===== config.mk =====
export PLATFORM = sky130hd
export DESIGN_NAME = ata_sector_reader
export DESIGN_NICKNAME = d
export VERILOG_FILES = /design/src/rtl/ata_seq_pkg.sv /design/src/rtl/ata_status_decode.sv /design/src/rtl/ata_word_counter.sv /design/src/rtl/ata_delay_timer.sv /design/src/rtl/ata_sector_reader.sv
export SDC_FILE = /design/constraint.sdc
export NUM_CORES = 1
export LEC_CHECK = 0
export BUFFER_PORTS_ARGS = -buffer_cell sky130_fd_sc_hd__buf_4
export CAP_MARGIN = 20
export CORE_ASPECT_RATIO = 0.5
export CORE_MARGIN = 1
export CORE_UTILIZATION = 45
export DETAILED_ROUTE_END_ITERATION = 16
export PLACE_DENSITY = 0.67
export SLEW_MARGIN = 0
export SYNTH_ARGS = -nofsm -noshare
export SYNTH_HDL_FRONTEND = slang
export SYNTH_HIERARCHICAL = 1
export SYNTH_SLANG_ARGS = --single-unit

===== constraint.sdc =====
create_clock -name clk_i -period 2.75 [get_ports clk_i]
set_input_delay 0.1375 -clock clk_i [delete_from_list [all_inputs] [get_ports clk_i]]
set_output_delay 0.1375 -clock clk_i [all_outputs]
set_load 0.01 [all_outputs]

===== src/rtl/ata_seq_pkg.sv =====
package ata_seq_pkg;
  localparam int WORD_W = 16;
  localparam int LBA_W  = 28;

  typedef enum logic [3:0] {
    S_IDLE, S_RD_WORD, S_POLL_PRE, S_DRAIN, S_ISSUE,
    S_POLL_POST, S_SRST_ON, S_SRST_WAIT, S_SRST_OFF
  } seq_state_e;

  localparam logic [3:0] SEL_DATA   = 4'h8;
  localparam logic [3:0] SEL_FEAT   = 4'h9;
  localparam logic [3:0] SEL_COUNT  = 4'hA;
  localparam logic [3:0] SEL_LBA0   = 4'hB;
  localparam logic [3:0] SEL_LBA1   = 4'hC;
  localparam logic [3:0] SEL_LBA2   = 4'hD;
  localparam logic [3:0] SEL_HEAD   = 4'hE;
  localparam logic [3:0] SEL_CMD    = 4'hF;
  localparam logic [3:0] SEL_DEVCTL = 4'h6;

  localparam logic [7:0] CMD_READ   = 8'h20;
  localparam logic [7:0] SRST_SET   = 8'h04;
  localparam logic [7:0] HEAD_BASE  = 8'hE0;
  localparam logic [7:0] MASK_DATA  = 8'hC9;
  localparam logic [7:0] MATCH_DATA = 8'h48;
  localparam logic [7:0] MASK_CMD   = 8'hC1;
  localparam logic [7:0] MATCH_CMD  = 8'h40;

  localparam logic [2:0] ISSUE_LAST = 3'd6;
endpackage


===== src/rtl/ata_status_decode.sv =====
module ata_status_decode
  import ata_seq_pkg::*;
(
  input  logic [7:0] status_i,
  output logic       data_ok_o,
  output logic       cmd_ok_o,
  output logic       err_o
);
  assign err_o     = status_i[0];
  assign data_ok_o = (status_i & MASK_DATA) == MATCH_DATA;
  // data request wins when both patterns match
  assign cmd_ok_o  = !data_ok_o && ((status_i & MASK_CMD) == MATCH_CMD);
endmodule


===== src/rtl/ata_word_counter.sv =====
module ata_word_counter #(
  parameter int WORDS = 256
) (
  input  logic clk_i,
  input  logic rst_ni,
  input  logic load_i,
  input  logic step_i,
  output logic last_o
);
  localparam int CW = (WORDS > 1) ? $clog2(WORDS) : 1;
  localparam logic [CW-1:0] TOP = CW'(WORDS - 1);

  logic [CW-1:0] cnt_q;

  always_ff @(posedge clk_i or negedge rst_ni) begin
    if (!rst_ni) cnt_q <= TOP;
    else if (load_i) cnt_q <= TOP;
    else if (step_i) cnt_q <= (cnt_q == '0) ? TOP : cnt_q - 1'b1;
  end

  assign last_o = (cnt_q == '0);
endmodule


===== src/rtl/ata_delay_timer.sv =====
module ata_delay_timer #(
  parameter int CYCLES = 6120
) (
  input  logic clk_i,
  input  logic rst_ni,
  input  logic start_i,
  output logic done_o
);
  localparam int TW = $clog2(CYCLES + 1);
  localparam logic [TW-1:0] LOADV = TW'(CYCLES - 1);

  logic [TW-1:0] cnt_q;
  logic          busy_q;

  always_ff @(posedge clk_i or negedge rst_ni) begin
    if (!rst_ni) begin
      cnt_q  <= '0;
      busy_q <= 1'b0;
    end else if (start_i) begin
      cnt_q  <= LOADV;
      busy_q <= 1'b1;
    end else if (busy_q) begin
      if (cnt_q == '0) busy_q <= 1'b0;
      else cnt_q <= cnt_q - 1'b1;
    end
  end

  assign done_o = busy_q && (cnt_q == '0);
endmodule


===== src/rtl/ata_sector_reader.sv =====
module ata_sector_reader
  import ata_seq_pkg::*;
#(
  parameter int WORDS_PER_SECTOR = 256,
  parameter int RST_WAIT         = 6120
) (
  input  logic              clk_i,
  input  logic              rst_ni,
  input  logic              host_load_i,
  input  logic [LBA_W-1:0]  host_lba_i,
  input  logic              host_rd_i,
  output logic              host_done_o,
  output logic [WORD_W-1:0] host_word_o,
  output logic              err_o,
  output logic              acc_req_o,
  output logic              acc_we_o,
  output logic [3:0]        acc_sel_o,
  output logic [7:0]        acc_wdata_o,
  input  logic              acc_done_i,
  input  logic [WORD_W-1:0] acc_rdata_i
);
  seq_state_e       state_q;
  logic             pend_q;
  logic             avail_q;
  logic             err_q;
  logic [2:0]       step_q;
  logic [LBA_W-1:0] lba_q;

  logic is_access, acc_fin;
  logic st_data, st_cmd, st_err;
  logic last_word, ctr_load, ctr_step;
  logic tmr_start, tmr_done;

  assign is_access = (state_q != S_IDLE) && (state_q != S_SRST_WAIT);
  assign acc_fin   = is_access && pend_q && acc_done_i;
  assign acc_req_o = is_access && !pend_q;
  assign err_o     = err_q;

  ata_status_decode u_dec (
    .status_i (acc_rdata_i[7:0]),
    .data_ok_o(st_data),
    .cmd_ok_o (st_cmd),
    .err_o    (st_err)
  );

  assign ctr_load  = acc_fin && (state_q == S_POLL_POST) && !st_err && st_data;
  assign ctr_step  = acc_fin && (state_q == S_RD_WORD);
  assign tmr_start = acc_fin && (state_q == S_SRST_ON);

  ata_word_counter #(.WORDS(WORDS_PER_SECTOR)) u_cnt (
    .clk_i (clk_i),
    .rst_ni(rst_ni),
    .load_i(ctr_load),
    .step_i(ctr_step),
    .last_o(last_word)
  );

  ata_delay_timer #(.CYCLES(RST_WAIT)) u_tmr (
    .clk_i  (clk_i),
    .rst_ni (rst_ni),
    .start_i(tmr_start),
    .done_o (tmr_done)
  );

  always_comb begin
    acc_we_o    = 1'b0;
    acc_sel_o   = SEL_DATA;
    acc_wdata_o = '0;
    unique case (state_q)
      S_POLL_PRE, S_POLL_POST: acc_sel_o = SEL_CMD;
      S_SRST_ON: begin
        acc_we_o    = 1'b1;
        acc_sel_o   = SEL_DEVCTL;
        acc_wdata_o = SRST_SET;
      end
      S_SRST_OFF: begin
        acc_we_o  = 1'b1;
        acc_sel_o = SEL_DEVCTL;
      end
      S_ISSUE: begin
        acc_we_o = 1'b1;
        unique case (step_q)
          3'd0: acc_sel_o = SEL_FEAT;
          3'd1: begin acc_sel_o = SEL_COUNT; acc_wdata_o = 8'h01;        end
          3'd2: begin acc_sel_o = SEL_LBA0;  acc_wdata_o = lba_q[7:0];   end
          3'd3: begin acc_sel_o = SEL_LBA1;  acc_wdata_o = lba_q[15:8];  end
          3'd4: begin acc_sel_o = SEL_LBA2;  acc_wdata_o = lba_q[23:16]; end
          3'd5: begin
            acc_sel_o   = SEL_HEAD;
            acc_wdata_o = HEAD_BASE | {4'h0, lba_q[27:24]};
          end
          default: begin acc_sel_o = SEL_CMD; acc_wdata_o = CMD_READ; end
        endcase
      end
      default: ;
    endcase
  end

  always_ff @(posedge clk_i or negedge rst_ni) begin
    if (!rst_ni) begin
      state_q     <= S_IDLE;
      pend_q      <= 1'b0;
      avail_q     <= 1'b0;
      err_q       <= 1'b0;
      step_q      <= '0;
      lba_q       <= '0;
      host_done_o <= 1'b0;
      host_word_o <= '0;
    end else begin
      host_done_o <= 1'b0;
      if (acc_req_o) pend_q <= 1'b1;
      if (acc_fin) begin
        pend_q <= 1'b0;
        unique case (state_q)
          S_RD_WORD: begin
            host_word_o <= acc_rdata_i;
            host_done_o <= 1'b1;
            if (last_word) avail_q <= 1'b0;
            state_q <= S_IDLE;
          end
          S_POLL_PRE: begin
            if (st_err) begin
              err_q   <= 1'b1;
              state_q <= S_SRST_ON;
            end else if (st_data) state_q <= S_DRAIN;
            else if (st_cmd) begin
              step_q  <= '0;
              state_q <= S_ISSUE;
            end
          end
          S_DRAIN: state_q <= S_POLL_PRE;
          S_ISSUE: begin
            if (step_q == ISSUE_LAST) state_q <= S_POLL_POST;
            else step_q <= step_q + 1'b1;
          end
          S_POLL_POST: begin
            if (st_err) begin
              err_q   <= 1'b1;
              state_q <= S_SRST_ON;
            end else if (st_data) begin
              avail_q <= 1'b1;
              state_q <= S_RD_WORD;
            end
          end
          S_SRST_ON: state_q <= S_SRST_WAIT;
          S_SRST_OFF: begin
            err_q   <= 1'b0;
            avail_q <= 1'b0;
            state_q <= S_POLL_PRE;
          end
          default: ;
        endcase
      end
      if (state_q == S_SRST_WAIT && tmr_done) state_q <= S_SRST_OFF;
      if (state_q == S_IDLE) begin
        if (host_load_i) begin
          lba_q       <= host_lba_i;
          avail_q     <= 1'b0;
          host_done_o <= 1'b1;
        end else if (host_rd_i) begin
          state_q <= avail_q ? S_RD_WORD : S_POLL_PRE;
        end
      end
    end
  end
endmodule


==> flow_summary.ini, run 1 <==
[run_status]
status = finished clean

[layout]
seq_area_mm2 = 0.00194
syn_to_final_growth_pct = 24.1
fillCellCount = 831
antenna_cells = 0
fin_nets = 540
multi_input_area_mm2 = 0.00223
drive_gt1_share_pct = 38.6

[synthesis]
avgSynthCellArea_um2 = 11.0
ys_seq_area_share_pct = 43.9
synth_top_area_share_pct = 39.1
synth_ff_type = dfrtp_1
yosysTopAreaCell = dfrtp_1
synth_edf_count = 0
synthCells = 402
syn-cell-area_mm2 = 0.00441
yosysMostFrequentCell = dfrtp_1
yosys.cell_types.count = 78
async_flop_share_pct = 100
yosysWarnings = 6
synthesis.nets = 460
yosys-top-cells-count = dfrtp_1, mux2_2, nor2_1, inv_1
synth_seq_cells = 77
ys_top_cells_by_area = dfrtp_1, mux2_2, dfstp_2, ha_1, buf_6

[cts]
cts_tree = built
cts_root_buffer = clkbuf_16
cts_max_level = 3
clock_sinks = 77
post_cts_resized = 0
clk_pin_slew_ns = 0.06
numCtsBuffers = 9
clock_path_buffers = 2
clk_latency_ns = 0.34

[pwr]
p_per_area_mw_per_mm2 = 951
seqPwrFrac_pct = 39.1
power.leakage_nw = 2.43
swShare_pct = 34.6
p_switching_mw = 1.80
power.internal_mw = 3.40
combPwrFrac_pct = 34.8
peakVddDrop_uv = 341
clockPowerShare_pct = 26.1

[timing]
max_slew_margin_pct = 52.3
period_minus_slack_ns = 2.51
setup-violations-final = 0
fin_tns_setup_ns = 0
tightest_slew_ns = 0.716
skew_ns = 0.00736
final.setup.worst_slack_ns = 0.244
drv_slew = 0
fmax_mhz = 399
grt_setup_unrepaired = false
min_period_over_period_pct = 91.1
hold_viol = 0

[die]
die_area_mm2 = 0.0102
start_util_pct = 46.5
rows = 25
io_pins = 81
fp.dieH_um = 72.0
core_area_mm2 = 0.00948
die_w_um = 142

[routing]
vias = 3466
drc_errors = 0
dr.pass1.iters = 4
drtAntennaViolNets = 0
avgViaCountPerCell = 5.57
initialDrtViolationCount = 271
routedWlPerCell_um = 15.9
routed_wirelength_mm = 9.91

[place]
routabilityCongestion = 0.876
pre_cts_ws_ns = 0.454
portBuffers = 80
dp_hpwl_mm = 6.82

[critical_path]
end_kind = primary output
worst-setup-path-type = register to primary output
start_kind = register
worstPathMaxFanout = 7
required_ns = 2.61
cp.arrival_ns = 2.37

[global_route]
grt_start_max_net_pins = 78
antenna_found_initial = 0
grt_use_total_pct = 20.3
grt_overflow = 0
grt_pass1_wl_mm = 16.2
grt_pass1_vias = 3266

[flow_run]
cap_violations = 0

[worst_hold_path]
hp-class = input port to register
-- per-layer routing --
metal / track usage [%] / routed length [um] / vias to the layer above
met4: 6.57 / 157 / 0
li1: - / - / 1662
met1: 27.6 / 4740 / 1698
met5: 0 / 0 / -
met2: 31.9 / 4600 / 89
met3: 5.21 / 415 / 17
-- cell type report --
class,instances,share of cell area (%)
multi-input cells,281,40.7
flip-flops and latches,77,35.4
repair buffers,93,13.2
clock buffers,10,4.18
well taps,135,3.09
clock inverters,6,2.06
inverters,20,1.37
-- worst max-delay path, stage by stage, from the launching register on --
cell and delay (ns):
dfrtp_1 0.40, inv_1 0.13, ha_1 0.26, nor2b_1 0.53, buf_4 0.25, a32oi_1 0.09
a21oi_1 0.23, buf_4 0.15
-- sequential cells by signal, indices dropped and copies added (netlist names) --
name,count
avail_q,1
u_tmr/busy_q,1
pend_q,1
state_q,4
u_cnt/cnt_q,8
host_word_o,16
u_tmr/cnt_q,13
lba_q,28
step_q,3
err_o,1
host_done_o,1
-- layout by cell type (no fill, tap or decap), drive strengths merged, types with 8 or more instances in the layout --
| cell type | n |
|---|---|
| o21ai | 18 |
| dfstp | 8 |
| nand2b | 8 |
| nand2 | 19 |
| nand3 | 10 |
| inv | 20 |
| a21oi | 19 |
| mux2 | 45 |
| nor3 | 9 |
| ha | 9 |
| or3 | 8 |
| dfrtp | 69 |
| nor2 | 21 |
| buf | 92 |
| clkbuf | 10 |
| nor4 | 8 |
-- power by group through the flow --
stage,Clock (mW),Sequential [mW],Combinational (mW)
6_report,1.36,2.03,1.81
5_1_grt,1.43,2.10,2.00
4_1_cts,1.38,2.02,1.82
3_5_place_dp,0,2.03,1.81
3_3_place_gp,0,2.02,1.78
2_1_floorplan,0,1.90,1.38
-- metrics by stage --
step / power [mW] / hold WS (ns) / utilization [%] / cell area, um2 / instances
floorplan: 3.27 / -0.158 / - / 4410 / 402
global placement: 3.81 / 0.351 / 53.7 / 5090 / 604
detailed placement: 3.84 / 0.358 / 53.7 / 5090 / 604
CTS: 5.22 / 0.00789 / 57.3 / 5430 / 620
global route: 5.53 / 0.0103 / 57.7 / 5470 / 622
finish: 5.20 / 0.0136 / 57.7 / 5470 / 622
-- path summary, 6_finish.rpt --
kind / start / cells past startpoint / slack [ns] / endpoint
max: step_q[0] / 7 / 0.24 / acc_wdata_o[1]
min reg2reg: lba_q[24] / 1 / 0.49 / lba_q[24]
min in group asynchronous: rst_ni / 2 / 0.18 / u_tmr/cnt_q[0]
max reg2reg: u_tmr/cnt_q[0] / 6 / 0.45 / u_tmr/cnt_q[2]
max in group asynchronous: rst_ni / 3 / 1.96 / u_cnt/cnt_q[2]
min: host_lba_i[23] / 2 / 0.01 / lba_q[23]
-- cell families after synthesis --
family	synth area share [%]
buffers and inverters	5.70
adder cells (fa/ha/maj)	2.55
XOR/XNOR	0.199
flip-flops	43.9
AND/OR/NAND/NOR	18.4
AO/OA/AOI/OAI	16.8
multiplexers	12.5
-- repair_timing --
action | CTS | global route
setup buffers | 0 | 0
endpoints found under the hold margin | 0 | 69
hold buffers | 0 | 1
Power figures use the tool's default switching activity.
==> run 2, diff against run 1 <==
--- a/config.mk
+++ b/config.mk
@@ -9,9 +9,11 @@
 export CAP_MARGIN = 20
 export CORE_ASPECT_RATIO = 0.5
 export CORE_MARGIN = 1
-export CORE_UTILIZATION = 45
+export CORE_UTILIZATION = 56
 export DETAILED_ROUTE_END_ITERATION = 16
-export PLACE_DENSITY = 0.67
+export PLACE_DENSITY = 0.8
+export REMOVE_ABC_BUFFERS = 1
+export SETUP_SLACK_MARGIN = 0.15
 export SLEW_MARGIN = 0
 export SYNTH_ARGS = -nofsm -noshare
 export SYNTH_HDL_FRONTEND = slang
==> flow_summary.ini, run 2 (synthesis gave the netlist of run 1 again) <==
[run_status]
status = finished clean

[place]
routabilityCongestion = 0.846
portBuffers = 80
dp_hpwl_mm = 6.45
post-place-cells = 577

[die]
die_area_mm2 = 0.00826
start_util_pct = 58.9
core_area_mm2 = 0.00749
die_w_um = 128
fp.dieH_um = 64.8
rows = 22
io_pins = 81

[global_route]
grt_start_max_net_pins = 78
grt_pass1_wl_mm = 15.8
antenna_found_initial = 0
grt_overflow = 0
grt_use_total_pct = 24.8
grt_pass1_vias = 3222

[critical_path]
cp.arrival_ns = 2.33
start_kind = register
worst-setup-path-type = register to primary output
worstPathMaxFanout = 12
max_stage_delay_ns = 0.78
cp_slowest_cell = o41ai_2
required_ns = 2.61
end_kind = primary output
crit_chain = inv_1 -> ha_1 -> o41ai_2 -> o22ai_1 -> buf_4

[timing]
max_slew_margin_pct = 36.4
hold_slack_ns = 0.0114
fmax_mhz = 405
min_period_over_period_pct = 89.8
fin_tns_setup_ns = 0
drv_slew = 0
skew_ns = 0.00354
setup-violations-final = 0
hold_viol = 0
tightest_slew_ns = 0.954
grt_setup_unrepaired = false
period_minus_slack_ns = 2.47

[pwr]
peakVddDrop_uv = 458
finalPower_mw = 5.03
p_per_area_mw_per_mm2 = 937
power.leakage_nw = 2.40

[layout]
largest_reg_flops = 28
syn_to_final_growth_pct = 21.7
antenna_cells = 0
final_cell_mix = buf_4, dfrtp_1, mux2_2
top_register = lba_q
top_regs = lba_q (28), host_word_o (16), u_tmr/cnt_q (13)
drive_gt1_share_pct = 38.7
fin_cells = 594
fin_nets = 539
final_common_cell = buf_4

[routing]
initialDrtViolationCount = 221
wl_met1_mm = 4.52
routedWlPerCell_um = 15.9
vias = 3460
dr.max_layer_used = met4
wl_met3_um = 348
dr.pass1.iters = 4
drc_errors = 0
drtAntennaViolNets = 0
met2RoutedLength_mm = 4.51
avgViaCountPerCell = 5.82
routed_wirelength_mm = 9.46

[cts]
cts_max_level = 3
clk_latency_ns = 0.33
cts_root_buffer = clkbuf_16
cts_tree = built
numCtsBuffers = 9
post_cts_resized = 0
clk_pin_slew_ns = 0.06
clock_sinks = 77
clock_path_buffers = 2

[worst_hold_path]
hp-class = input port to register

[flow_run]
cap_violations = 0
==> run 2: cell count changes in the layout (fill, tap and decap cells not counted), sizes merged <==
cell | previous run | this run
bufinv | 3 | 1
buf | 92 | 91
inv | 20 | 21
clkinvlp | 0 | 1
==> run 2: area by class of cell <==
| class | instances | area, um2 |
|---|---|---|
| repair buffers | 92 | 693 |
| inverters | 20 | 75.1 |
| fillers | 553 | 2120 |
| multi-input cells | 281 | 2230 |
| clock inverters | 6 | 61.3 |
| well taps | 108 | 135 |
| flip-flops and latches | 77 | 1940 |
| clock buffers | 10 | 239 |
==> run 2: report_power, final <==
group          switching (mW)  internal [mW]  total [mW]  leakage [nW]
sequential              0.433           1.59        2.02         0.941
combinational           0.905          0.924        1.83          1.31
clock                   0.453          0.725        1.18         0.149
==> run 2: metrics by stage <==
step / util, % / setup slack (ns) / instance area, um2
after floorplan: - / 0.126 / 4230
after global placement: 67.6 / 0.528 / 5060
after detailed placement: 67.6 / 0.445 / 5060
after CTS: 71.7 / 0.289 / 5370
after global routing: 71.7 / 0.168 / 5370
final: 71.7 / 0.279 / 5370
==> run 2: worst max-delay path, delay by kind of cell (launching register included) <==
kind / cells / cell delay [ns]
AOI/OAI and AO/OA: 2 / 0.95
DFF: 1 / 0.38
adders and majority gates: 1 / 0.38
buffers and inverters: 2 / 0.29
==> run 2: routing by layer <==
metal | vias to the layer above | global-route usage (%)
li1 | 1661 | -
met2 | 77 | 39.3
met1 | 1713 | 33.9
met4 | 0 | 8.04
met3 | 9 | 5.53
met5 | - | 0
==> run 2: worst paths after layout <==
check                                    start  cells after the start  slack (ns)              end
max in group asynchronous               rst_ni                      2        1.63  host_word_o[11]
worst max-delay path                 step_q[0]                      5        0.28   acc_wdata_o[2]
worst min-delay path            host_lba_i[23]                      2        0.01        lba_q[23]
worst max register to register  u_tmr/cnt_q[0]                      6        0.42   u_tmr/cnt_q[2]
min in group asynchronous               rst_ni                      2        0.49   u_tmr/cnt_q[2]
worst min register to register       lba_q[23]                      1        0.50        lba_q[23]
==> run 2: timing repair <==
item                                    in CTS  in global routing
hold buffers                                 1                  0
endpoints found under the setup margin       0                  0
hold endpoints to repair                    37                  0
setup buffers                                0                  0
==> run 3, diff against run 2 <==
--- a/config.mk
+++ b/config.mk
@@ -9,9 +9,10 @@
 export CAP_MARGIN = 20
 export CORE_ASPECT_RATIO = 0.5
 export CORE_MARGIN = 1
-export CORE_UTILIZATION = 56
+export CORE_UTILIZATION = 58
+export CTS_BUF_LIST = sky130_fd_sc_hd__clkbuf_8
 export DETAILED_ROUTE_END_ITERATION = 16
-export PLACE_DENSITY = 0.8
+export PLACE_DENSITY = 0.91
 export REMOVE_ABC_BUFFERS = 1
 export SETUP_SLACK_MARGIN = 0.15
 export SLEW_MARGIN = 0
==> flow_summary.ini, run 3 (synthesis gave the netlist of run 1 again) <==
[cts]
clk_latency_ns = 0.37
clock_sinks = 77
cts_tree = built
postCtsSetupBuffers = 0
cts_max_level = 3
cts_root_buffer = clkbuf_8
numCtsBuffers = 9
post_cts_resized = 0
clock_path_buffers = 2
holdBufCountCts = 33
clk_pin_slew_ns = 0.08

[layout]
seq_area_mm2 = 0.00194
final_cell_mix = buf_4, dfrtp_1, mux2_2
syn_to_final_growth_pct = 29.2
antenna_cells = 0
multi_input_area_mm2 = 0.00223
fin_nets = 576
fillCellCount = 439
fin_cells = 619
largest_reg_flops = 28
top_regs = lba_q (28), host_word_o (16), u_tmr/cnt_q (13)
drive_gt1_share_pct = 35.8
final_common_cell = buf_4
top_register = lba_q

[critical_path]
worstPathMaxFanout = 6
required_ns = 2.61
worst-setup-path-type = register to primary output
end_kind = primary output
start_kind = register
cp.arrival_ns = 2.35

[routing]
initialDrtViolationCount = 572
routed_wirelength_mm = 11.7
drc_errors = 0
avgViaCountPerCell = 6.23
vias = 3859
dr.pass1.iters = 8
routedWlPerCell_um = 19.0
drtAntennaViolNets = 0

[timing]
grt_setup_unrepaired = false
setup-violations-final = 0
skew_ns = 0.00489
tightest_slew_ns = 0.965
hold_viol = 0
period_minus_slack_ns = 2.49
fin_tns_setup_ns = 0
max_slew_margin_pct = 35.7
fmax_mhz = 402
min_period_over_period_pct = 90.4
drv_slew = 0

[die]
core_area_mm2 = 0.00735
fp.dieH_um = 63.7
die_area_mm2 = 0.00798
die_w_um = 125
io_pins = 81
start_util_pct = 60.0
rows = 22

[place]
post-place-cells = 564
dp_hpwl_mm = 7.19
routabilityCongestion = 0.977
portBuffers = 80

[global_route]
grt_start_max_net_pins = 78
grt_overflow = 0
grt_pass1_vias = 3837
grt_pass1_wl_mm = 18.9
antenna_found_initial = 0
grt_use_total_pct = 31.0

[pwr]
swShare_pct = 36.7
clockPowerShare_pct = 22.4
seqPwrFrac_pct = 39.4
power.internal_mw = 3.26
power.leakage_nw = 2.54
p_switching_mw = 1.89
combPwrFrac_pct = 38.2
peakVddDrop_uv = 545
p_per_area_mw_per_mm2 = 905

[worst_hold_path]
hp-class = input port to register

[flow_run]
cap_violations = 0

[run_status]
status = finished clean
run 3: changes by cell type in the layout (fill, tap and decap cells not counted):
| cell | before | now |
|---|---|---|
| buf_4 | 91 | 90 |
| inv_6 | 1 | 0 |
| bufinv_16 | 1 | 4 |
| clkbuf_16 | 9 | 0 |
| clkinvlp_4 | 1 | 0 |
| dlygate4sd3_1 | 1 | 39 |
| clkbuf_8 | 1 | 10 |
| clkinv_4 | 0 | 1 |
| clkinv_2 | 3 | 1 |
run 3: worst max-delay path: stages (launching register included):
cell,delay [ns]
dfrtp_1,0.41
inv_1,0.13
ha_1,0.26
nor2b_1,0.45
buf_4,0.25
a222oi_1,0.12
nor2_1,0.20
buf_4,0.16
run 3: final timing paths:
kind                            slack (ns)            from  cells after the start             end
worst max-delay path                  0.26       step_q[0]                      7  acc_wdata_o[3]
worst min-delay path                 0.004  host_lba_i[10]                      2       lba_q[10]
worst max register to register        0.39  u_tmr/cnt_q[0]                      6  u_tmr/cnt_q[2]
worst min register to register        0.51       lba_q[12]                      1       lba_q[12]
max in group asynchronous             1.64          rst_ni                      2          pend_q
min in group asynchronous             0.48          rst_ni                      2  host_word_o[5]
run 3: through the flow:
step           utilization (%)  instance area, um2  worst slack [ns]  total power [mW]  hold slack (ns)
4_1_cts                   76.7                5640             0.324              5.05          0.00136
5_1_grt                   77.5                5700             0.160              5.45         -0.00164
3_5_place_dp              68.5                5040             0.442              3.87            0.345
2_1_floorplan                -                4230             0.126              3.15           -0.158
6_report                  77.5                5700             0.264              5.15          0.00433
3_3_place_gp              68.5                5040             0.538              3.75            0.349
run 3: layout make-up:
type                            count  area share (%)
Sequential cell                    77            34.0
Timing Repair Buffer              129            18.7
Clock buffer                       10            2.42
Clock inverter                      6            2.35
Inverter                           20            1.32
Tap cell                           96            2.11
Multi-Input combinational cell    281            39.1
run 3: layer usage:
layer  share of wire (%)  GRT usage (%)  up-vias
met3                 8.1           11.0       54
met5                   0              0        -
li1                    -              -     1744
met2                  48           50.9      202
met1                  40           36.3     1859
met4                 4.2           15.7        0
run 3: power groups by stage:
stage	Combinational [mW]	Sequential [mW]	Clock (mW)
global route	2.14	2.08	1.23
finish	1.97	2.03	1.15
global placement	1.77	1.98	0
CTS	1.89	2.00	1.16
floorplan	1.13	2.02	0
detailed placement	1.85	2.02	0
